**src/rtl/lcu_pkg.sv**
```systemverilog
package lcu_pkg;

   localparam int NWAY  = 2;
   localparam int WAY_W = 1;

   localparam logic [1:0] SEL_CTRL = 2'd0;
   localparam logic [1:0] SEL_SRCH = 2'd1;
   localparam logic [1:0] SEL_VAL  = 2'd2;

   localparam logic [31:0] CTRL_WMASK = 32'h0F01_7FFC;

   typedef enum logic [1:0] {
      LC_SEARCH = 2'd0,
      LC_INVAL  = 2'd1,
      LC_PUSH   = 2'd2,
      LC_CLEAR  = 2'd3
   } lc_cmd_e;

endpackage

```
**src/rtl/lcu_regfile.sv**
```systemverilog
module lcu_regfile
   import lcu_pkg::*;
#(
   parameter int IDX_W = 4,
   parameter int TAG_W = 8
) (
   input  logic              clk,
   input  logic              rst_n,
   input  logic              reg_we,
   input  logic [1:0]        reg_sel,
   input  logic [31:0]       reg_wdata,
   input  logic              res_load,
   input  logic [31:0]       res_value,
   input  logic              res_ivb,
   input  logic              res_imb,
   input  logic              res_way,
   output logic              busy,
   output lc_cmd_e           cmd,
   output logic              pmode,
   output logic              acc_wr,
   output logic              tag_sel,
   output logic              way_bit,
   output logic [IDX_W-1:0]  cidx,
   output logic [IDX_W-1:0]  pidx,
   output logic [TAG_W-1:0]  ptag,
   output logic [31:0]       value_q,
   output logic [31:0]       ctrl_rdata,
   output logic [31:0]       srch_rdata
);

   logic [31:0] ctrl_q;
   logic [31:1] srch_q;
   logic [31:0] val_q;
   logic [2:0]  stat_q;
   logic        busy_q;

   always_ff @(posedge clk) begin
      if (!rst_n) begin
         ctrl_q <= '0;
         srch_q <= '0;
         val_q  <= '0;
         stat_q <= '0;
         busy_q <= 1'b0;
      end else if (busy_q) begin
         busy_q <= 1'b0;
         stat_q <= {res_way, res_imb, res_ivb};
         if (res_load) val_q <= res_value;
      end else if (reg_we) begin
         case (reg_sel)
            SEL_CTRL: begin
               ctrl_q <= reg_wdata & CTRL_WMASK;
               busy_q <= reg_wdata[0];
            end
            SEL_SRCH: begin
               srch_q <= reg_wdata[31:1];
               busy_q <= reg_wdata[0];
            end
            SEL_VAL:  val_q <= reg_wdata;
            default:  ;
         endcase
      end
   end

   assign busy    = busy_q;
   assign cmd     = lc_cmd_e'(ctrl_q[25:24]);
   assign pmode   = ctrl_q[26];
   assign acc_wr  = ctrl_q[27];
   assign tag_sel = ctrl_q[16];
   assign way_bit = ctrl_q[14];
   assign cidx    = ctrl_q[2 +: IDX_W];
   assign pidx    = srch_q[2 +: IDX_W];
   assign ptag    = srch_q[IDX_W+2 +: TAG_W];
   assign value_q = val_q;

   assign ctrl_rdata = ctrl_q | {9'b0, stat_q, 19'b0, busy_q};
   assign srch_rdata = {srch_q, busy_q};

endmodule

```
**src/rtl/lcu_way_store.sv**
```systemverilog
module lcu_way_store #(
   parameter int IDX_W = 4,
   parameter int TAG_W = 8
) (
   input  logic              clk,
   input  logic              rst_n,
   input  logic [IDX_W-1:0]  idx,
   output logic              rd_v,
   output logic              rd_m,
   output logic [TAG_W-1:0]  rd_tag,
   output logic [31:0]       rd_data,
   input  logic              st_we,
   input  logic              st_v,
   input  logic              st_m,
   input  logic              tag_we,
   input  logic [TAG_W-1:0]  tag_wd,
   input  logic              data_we,
   input  logic [31:0]       data_wd
);

   localparam int DEPTH = 1 << IDX_W;

   logic [DEPTH-1:0]            v_q;
   logic [DEPTH-1:0]            m_q;
   logic [DEPTH-1:0][TAG_W-1:0] tag_q;
   logic [DEPTH-1:0][31:0]      data_q;

   always_ff @(posedge clk) begin
      if (!rst_n) begin
         v_q    <= '0;
         m_q    <= '0;
         tag_q  <= '0;
         data_q <= '0;
      end else begin
         if (st_we) begin
            v_q[idx] <= st_v;
            m_q[idx] <= st_m;
         end
         if (tag_we)  tag_q[idx]  <= tag_wd;
         if (data_we) data_q[idx] <= data_wd;
      end
   end

   assign rd_v    = v_q[idx];
   assign rd_m    = m_q[idx];
   assign rd_tag  = tag_q[idx];
   assign rd_data = data_q[idx];

endmodule

```
**src/rtl/lcu_way_pick.sv**
```systemverilog
module lcu_way_pick #(
   parameter int NWAY  = 2,
   parameter int TAG_W = 8,
   parameter int WAY_W = (NWAY > 1) ? $clog2(NWAY) : 1
) (
   input  logic [NWAY-1:0]            way_v,
   input  logic [NWAY-1:0][TAG_W-1:0] way_tag,
   input  logic [TAG_W-1:0]           key,
   output logic                       hit,
   output logic [WAY_W-1:0]           hit_way
);

   logic [NWAY-1:0] match;

   for (genvar w = 0; w < NWAY; w++) begin : g_cmp
      assign match[w] = way_v[w] && (way_tag[w] == key);
   end

   always_comb begin
      hit_way = '0;
      for (int w = NWAY - 1; w >= 0; w--) begin
         if (match[w]) hit_way = WAY_W'(w);
      end
   end

   assign hit = |match;

endmodule

```
**src/rtl/line_cmd_unit.sv**
```systemverilog
module line_cmd_unit
   import lcu_pkg::*;
#(
   parameter int IDX_W = 4,
   parameter int TAG_W = 8
) (
   input  logic        clk,
   input  logic        rst_n,
   input  logic        reg_we,
   input  logic [1:0]  reg_sel,
   input  logic [31:0] reg_wdata,
   output logic [31:0] ctrl_rdata,
   output logic [31:0] srch_rdata,
   output logic [31:0] value_rdata,
   output logic        busy,
   output logic        wb_valid,
   output logic [31:0] wb_addr,
   output logic [31:0] wb_data
);

   if (IDX_W < 1 || IDX_W > 12) begin : g_bad_idx
      $error("line_cmd_unit: IDX_W must lie in 1..12");
   end
   if (IDX_W + TAG_W + 2 > 32 || TAG_W < 1) begin : g_bad_tag
      $error("line_cmd_unit: tag and index do not fit a 32-bit address");
   end

   lc_cmd_e          cmd;
   logic             pmode, acc_wr, tag_sel, way_bit;
   logic [IDX_W-1:0] cidx, pidx, idx;
   logic [TAG_W-1:0] ptag;
   logic [31:0]      value_q;

   logic             res_load;
   logic [31:0]      res_value;

   logic [NWAY-1:0]            w_v, w_m;
   logic [NWAY-1:0][TAG_W-1:0] w_tag;
   logic [NWAY-1:0][31:0]      w_data;

   logic             hit, line_ok;
   logic [WAY_W-1:0] hit_way, sel_way;
   logic             cv, cm;
   logic [TAG_W-1:0] ctag;
   logic [31:0]      cdata, tag_word, line_addr;
   logic             st_we, tag_we, data_we, push_out, nv, nm;

   lcu_regfile #(.IDX_W(IDX_W), .TAG_W(TAG_W)) u_regs (
      .clk        (clk),
      .rst_n      (rst_n),
      .reg_we     (reg_we),
      .reg_sel    (reg_sel),
      .reg_wdata  (reg_wdata),
      .res_load   (res_load),
      .res_value  (res_value),
      .res_ivb    (cv),
      .res_imb    (cm),
      .res_way    (sel_way),
      .busy       (busy),
      .cmd        (cmd),
      .pmode      (pmode),
      .acc_wr     (acc_wr),
      .tag_sel    (tag_sel),
      .way_bit    (way_bit),
      .cidx       (cidx),
      .pidx       (pidx),
      .ptag       (ptag),
      .value_q    (value_q),
      .ctrl_rdata (ctrl_rdata),
      .srch_rdata (srch_rdata)
   );

   assign idx = pmode ? pidx : cidx;

   for (genvar w = 0; w < NWAY; w++) begin : g_way
      logic way_act;
      assign way_act = busy && (sel_way == WAY_W'(w));

      lcu_way_store #(.IDX_W(IDX_W), .TAG_W(TAG_W)) u_store (
         .clk     (clk),
         .rst_n   (rst_n),
         .idx     (idx),
         .rd_v    (w_v[w]),
         .rd_m    (w_m[w]),
         .rd_tag  (w_tag[w]),
         .rd_data (w_data[w]),
         .st_we   (way_act && st_we),
         .st_v    (nv),
         .st_m    (nm),
         .tag_we  (way_act && tag_we),
         .tag_wd  (value_q[TAG_W+1:2]),
         .data_we (way_act && data_we),
         .data_wd (value_q)
      );
   end

   lcu_way_pick #(.NWAY(NWAY), .TAG_W(TAG_W), .WAY_W(WAY_W)) u_pick (
      .way_v   (w_v),
      .way_tag (w_tag),
      .key     (ptag),
      .hit     (hit),
      .hit_way (hit_way)
   );

   assign line_ok = pmode ? hit : 1'b1;
   assign sel_way = pmode ? hit_way : way_bit;
   assign cv      = line_ok && w_v[sel_way];
   assign cm      = line_ok && w_m[sel_way];
   assign ctag    = w_tag[sel_way];
   assign cdata   = w_data[sel_way];

   always_comb begin
      tag_word              = '0;
      tag_word[TAG_W+1:2]   = ctag;
      tag_word[1]           = cm;
      tag_word[0]           = cv;
      line_addr             = '0;
      line_addr[IDX_W+2 +: TAG_W] = ctag;
      line_addr[2 +: IDX_W] = idx;
   end

   always_comb begin
      res_load  = 1'b0;
      res_value = cdata;
      st_we     = 1'b0;
      tag_we    = 1'b0;
      data_we   = 1'b0;
      push_out  = 1'b0;
      nv        = cv;
      nm        = cm;
      if (line_ok) begin
         case (cmd)
            LC_SEARCH: begin
               if (!acc_wr) begin
                  res_load  = 1'b1;
                  res_value = tag_sel ? tag_word : cdata;
               end else if (tag_sel) begin
                  st_we  = 1'b1;
                  tag_we = 1'b1;
                  nv     = value_q[0];
                  nm     = value_q[1];
               end else begin
                  data_we = 1'b1;
               end
            end
            LC_INVAL: begin
               st_we = 1'b1;
               nv    = 1'b0;
               nm    = 1'b0;
            end
            LC_PUSH: begin
               st_we    = 1'b1;
               nm       = 1'b0;
               push_out = cv && cm;
            end
            LC_CLEAR: begin
               st_we    = 1'b1;
               nv       = 1'b0;
               nm       = 1'b0;
               push_out = cv && cm;
            end
            default: ;
         endcase
      end
   end

   always_ff @(posedge clk) begin
      if (!rst_n) begin
         wb_valid <= 1'b0;
         wb_addr  <= '0;
         wb_data  <= '0;
      end else begin
         wb_valid <= busy && push_out;
         if (busy && push_out) begin
            wb_addr <= line_addr;
            wb_data <= cdata;
         end
      end
   end

   assign value_rdata = value_q;

endmodule

```
**config.mk**
```make
export PLATFORM = sky130hd
export DESIGN_NAME = line_cmd_unit
export DESIGN_NICKNAME = d
export VERILOG_FILES = /design/src/rtl/lcu_pkg.sv /design/src/rtl/lcu_regfile.sv /design/src/rtl/lcu_way_store.sv /design/src/rtl/lcu_way_pick.sv /design/src/rtl/line_cmd_unit.sv
export SDC_FILE = /design/constraint.sdc
export NUM_CORES = 2
export LEC_CHECK = 0
export ABC_AREA = 1
export ABC_CLOCK_PERIOD_IN_PS = 3650
export CORE_AREA = 2 2 361 363
export DETAILED_ROUTE_END_ITERATION = 10
export DIE_AREA = 0 0 363 365
export DONT_BUFFER_PORTS = 1
export PLACE_DENSITY = 0.63
export SYNTH_ARGS = -nofsm -noshare
export SYNTH_HDL_FRONTEND = slang
export SYNTH_SLANG_ARGS = --single-unit
export TNS_END_PERCENT = 1
```
**constraint.sdc**
```tcl
create_clock -name clk -period 3.65 [get_ports clk]
set_input_delay 0.73 -clock clk [delete_from_list [all_inputs] [get_ports clk]]
set_output_delay 0.73 -clock clk [all_outputs]
set_load 0.03 [all_outputs]
```
Word-level counts from Yosys, hierarchy flattened
Index checks and enable logic that the tools add are counted.
Widths: inputs -> output; s select.
Storage, ports and cells
  flip-flop bits (word level): 1474
  latch bits: 0
  RAM bits: 0
  bits in read-only memories: 0
  input port bits: 37
  output and inout bits: 162
  logic and storage cells: 195
  memories: 0
Cells by class
  add/subtract/negate cells: 0
  multiply operators: 0
  divide/modulo/power cells: 0
  order comparisons: 3
  equal/unequal tests: 8
  shift-type cells: 0
  mux-type cells: 74
  bitwise gates (word level): 6
  reductions and logical operators: 28
Operators with widths (number)
  $bwmux 512: 2
  $mux 32: 13
  $bmux 32 s4: 2
  $bwmux 128: 2
  $demux 32 s4: 1
  $bmux 8 s4: 2
  $bwmux 16: 4
  $mux 8: 5
  $mux 1: 33
  $demux 8 s4: 1
  $or 28x23->28: 1
  $bmux 1 s4: 4
  $eq 8x8->1: 2
  $logic_and 1x1->1: 15
  $reduce_and 3->1: 3
  $reduce_or 2->1: 4
  $eq 2x2->1 const B: 3
  $pmux 1 s2: 3
  $lt 4x5->1 const B: 1
  $not 1->1: 5
  $demux 1 s4: 1
  $eq 2x1->1 const B: 2
  $ge 4x1->1 const B: 1
  $logic_not 2->1: 2
  6 further kinds: 7

Logic depth before layout (Yosys ltp)
  word-level depth: 17
  gate-level depth with buffers: 29
  depth with buffers taken out: 25

By module
A second synthesis with hierarchy kept.
Unflattened totals
  cells, all modules: 11293
  area total of the unflattened synthesis: 70976.8 um2
Modules (own cells, without submodules)
  lcu_way_store: instances 2, cells an instance 5055, area an instance 31736.7 um2, sequential area each 13452.9 um2
  lcu_regfile: instances 1, cells an instance 584, area an instance 4101.4 um2, sequential area each 1701.6 um2
  line_cmd_unit: instances 1, cells an instance 511, area an instance 3036.7 um2, sequential area each 900.9 um2
  lcu_way_pick: instances 1, cells an instance 88, area an instance 365.4 um2, sequential area each 0.0 um2

Worst setup path after synthesis
Ideal clock, no wire load.
  path kind: flip-flop to flip-flop
  from: register u_regs.ctrl_q[3]
  to: register g_way[1].u_store.data_q[75] in the netlist's numbering
  arrival: 3.114 ns
  data required time: 3.522 ns
  path slack: 0.408 ns
  stages on the path, launching flop included: 26
  clock period less this slack: 3.242 ns
  cell sequence: dfxtp_1 inv_1 o21ai_2 buf_4 nand2_1 buf_4 nor2_1 nor2_1 nand2_1 nand2_1 nand2_1 inv_2 nand2_1 nand2_1 nand2_1 nand3_1 nor2_1 nand3_2 nand2_4 nand2_2 nor2_4 buf_6 nand2_2 clkbuf_1 o21ai_0 a21oi_1
On the way
  longest elaborated chain between the ends: 10
  elaborated cells between the ends (all ways): 27
  classes of those cells: 2 x order compare; 2 x eq/ne; 17 x mux; 6 x reduce/logical
Ends and longest elaborated chain
  from (decl): line lcu_regfile.sv:31  | logic [31:0] ctrl_q;
  from (signal assigned): line lcu_regfile.sv:51  | ctrl_q <= reg_wdata & CTRL_WMASK;
  $mux 4 (*): line line_cmd_unit.sv:73  | assign idx = pmode ? pidx : cidx;
  $bmux 8 s4: line lcu_way_store.sv:46  | assign rd_tag = tag_q[idx];
  $mux 8 (not written as such): line lcu_way_store.sv:46
  $eq 8x8->1: line lcu_way_pick.sv:16  | assign match[w] = way_v[w] && (way_tag[w] == key);
  $logic_and 1x1->1: line lcu_way_pick.sv:16
  $mux 1 (2 in series): line lcu_way_pick.sv:22  | if (match[w]) hit_way = WAY_W'(w);
  $mux 1: line line_cmd_unit.sv:106  | assign sel_way = pmode ? hit_way : way_bit;
  $logic_and 1x1->1: line line_cmd_unit.sv:77  | assign way_act = busy && (sel_way == WAY_W'(w));
  $logic_and 1x1->1: line line_cmd_unit.sv:92  | .data_we (way_act && data_we),
  to (signal, indexed assignment): line lcu_way_store.sv:40  | if (data_we) data_q[idx] <= data_wd;
  to (decl): line lcu_way_store.sv:26  | logic [DEPTH-1:0][31:0] data_q;
Mark *: on every way between the ends. The rest lies on a longest branch, timed or not. The select of a mux whose other input is x is not followed.
A chain may end at the register's enable or synchronous reset.

==> results.toml <==
[setup_path]
path_delay_family = "compound AO/OA/AOI/OAI gates"
worstSetupPathDepth = 2
arrival_ns = 4.77
cp_slowest_cell = "o21ai_0"
start_kind = "primary input"
crit_type = "primary input to flop"
critPathMaxStageDelay_ns = 1.29
rr_worst_depth = 20
cp_num_buf_inv = 0
crit_fanout = 1203
worstPathCellList = "o21ai_0, a21oi_1"
critPathRequiredTime_ns = 4.30
critPathCaptureType = "flop"

[grt]
grt_usage_pct = 35.31
gr-total-overflow = 0
grt_pass1_vias = 57160
antenna_found_initial = 12
grt_pass1_wl_mm = 358.7
grt_max_degree = 1204

[synthesis]
yosysSeqAreaShare_pct = 46.08
synth_ff_type = "dfxtp_1"
synth_top_area_share_pct = 46.08
synth_edf_count = 0
synth-seq-cells = 1474
synth_top_area_cell = "dfxtp_1"
async_flop_share_pct = 0
synth_cell_type_count = 36
synth.area.top_cells = "dfxtp_1 (46%), nor2_1 (9.5%), o21ai_0 (8.0%)"
yosysWarnings = 0
syn_area_mm2 = 0.06404
avgSynthCellArea_um2 = 7.107
netlist_instances = 9010

[sta]
slew_headroom_pct = -268.5
layout_setup_ws_ns = -0.4700
fmax_mhz = 242.7
timing.hold.ws_ns = 0.05071
finalHoldViolCount = 0
fin_crit_sh_pct = 112.9
slew_violations = 1043
finClkSkew_ns = 0.03246
setup_violations = 363
tightest_slew_ns = 5.528
rsz0062_at_grt = "yes"
fin_crit_ns = 4.120

[placement]
numPortBuffers = 0
gp_congestion = 0.9536
dp_hpwl_mm = 150.6
placed_cells = 10440

[die]
dieArea_mm2 = 0.1325
row_count = 132
initial_core_util_pct = 49.77
die_height_um = 365
io_pins = 199
dieWidth_um = 363
core_area_mm2 = 0.1287

[cells_and_area]
nNetsFinal = 9009
stdcell_count = 10780
area_growth_pct = 17.38
fill_cells = 11900
drive_gt1_share_pct = 11.77
layout_commonest_cell = "nor2_1"
layout_common_cells = "nor2_1 (1580), dfxtp_1 (1439), nand2_1 (1104), o21ai_0 (976), a21oi_1 (851)"

[clocking]
clk_latency_ns = 0.82
cts.path.max_buffers = 3
numCtsBuffers = 157
cts_tree = "built"
cts_sinks = 1474
clkSlewWorstSetupHoldPaths_ns = 0.06
h-tree-depth = 4
root_buffer = "clkbuf_16"

[status]
violations = "max-slew violations, negative setup slack"
status = "finished with violations"

[power_and_ir_drop]
p_leak_nw = 28.43
ir_drop_v = 0.0004957
power_density_mw_per_mm2 = 472.9

[detailed_routing]
drt-pass1-iter-count = 6
ant_nets = 0
dr.first_iter.drc_count = 7767
routed_wl_mm = 243.0
wl_per_cell_um = 22.54
top_layer_used = "met5"
drt-met1-wl_mm = 99.35
wl_met2_mm = 108.3
vias = 62750
drc = 0
wl_met3_mm = 21.73
via_per_inst = 5.820

[min_path]
hold_path_depth = 2
min_path_type = "primary input to flop"

[run]
drv_cap = 0
==> logic make-up after synthesis <==
kind of cell / after synthesis / share of synthesized area [%]
buffers and inverters: 1580 / 10.11
flip-flops: 1474 / 46.08
other: 1 / 0.005856
AND/OR/NAND/NOR: 3268 / 20.69
AO/OA/AOI/OAI: 2687 / 23.12
==> power breakdown <==
group	internal (mW)	total (mW)	switching, mW	leakage (nW)
Sequential	16.1	16.6	0.465	11.9
Clock	9.25	16.1	6.89	2.56
Combinational	0.976	2.79	1.81	14.0
==> sequential cells by signal, summed over array words and instances (netlist names) <==
register and count:
wb_valid 1, wb_addr 12, u_regs.busy 1, wb_data 32
g_way.u_store.data_q 1024, u_regs.ctrl_q 18, g_way.u_store.v_q 32, u_regs.stat_q 3
g_way.u_store.tag_q 256, u_regs.value_q 32, u_regs.srch_q 31, g_way.u_store.m_q 32
==> stage by stage <==
stage / TNS (ns) / instance area [um^2] / power, mW / util [%] / setup slack, ns
2_1_floorplan: 0 / 64150 / 18.26 / - / 0.4080
3_3_place_gp: -110.35 / 68560 / 19.38 / 53.29 / -0.2690
3_5_place_dp: -177.02 / 68560 / 19.38 / 53.29 / -0.3319
4_1_cts: -0.2393 / 73980 / 35.33 / 57.50 / -0.03524
5_1_grt: -128.61 / 75160 / 36.37 / 58.42 / -0.2194
6_report: -40.54 / 75160 / 35.54 / 58.42 / -0.4700
==> cells in the mapped netlist (25+ instances only) <==
cell type,n
nor2_1,1613
nand4_1,46
dfxtp_1,1474
clkbuf_1,551
nand2_1,1149
a21oi_1,862
o21ai_0,1021
inv_1,739
nand3_1,345
buf_4,81
buf_2,96
o22ai_1,86
o221ai_1,93
buf_1,68
o21ai_1,266
inv_2,25
a22oi_1,354
==> repair_timing <==
| action | CTS | global route |
|---|---|---|
| setup buffers | 7 | 26 |
| endpoints found under the setup margin | 1335 | 1421 |
| cloned | 3 | 11 |
| hold buffers | 0 | 0 |
| gates resized for setup | 30 | 222 |
| pin swaps | 4 | 87 |
==> final timing paths <==
kind / slack, ns / end / from
hold / removal: 0.05 / u_regs.srch_q[20] / reg_wdata[20]
setup / recovery: -0.47 / g_way[1].u_store.tag_q[0] / rst_n
setup reg to reg: -0.09 / wb_data[31] / u_regs.ctrl_q[26]
hold reg to reg: 0.45 / g_way[1].u_store.data_q[458] / g_way[1].u_store.data_q[458]
==> final cells by class <==
| class | instances | area (um^2) | share of cell area (%) |
|---|---|---|---|
| well taps | 1675 | 2096 | 2.788 |
| clock inverters | 50 | 509.2 | 0.6775 |
| inverters | 769 | 2943 | 3.915 |
| multi-input cells | 5986 | 28790 | 38.30 |
| repair buffers | 584 | 6586 | 8.763 |
| flip-flops and latches | 1474 | 29580 | 39.35 |
| diodes | 8 | 20.02 | 0.02663 |
| clock buffers | 236 | 4648 | 6.184 |
==> per-layer routing <==
metal  up-vias  track usage, %
met5         -               0
met4        12           18.40
li1      29550               -
met2      2946           55.14
met3       575           6.093
met1     29660           46.87
(Power assumes the default switching activity.)
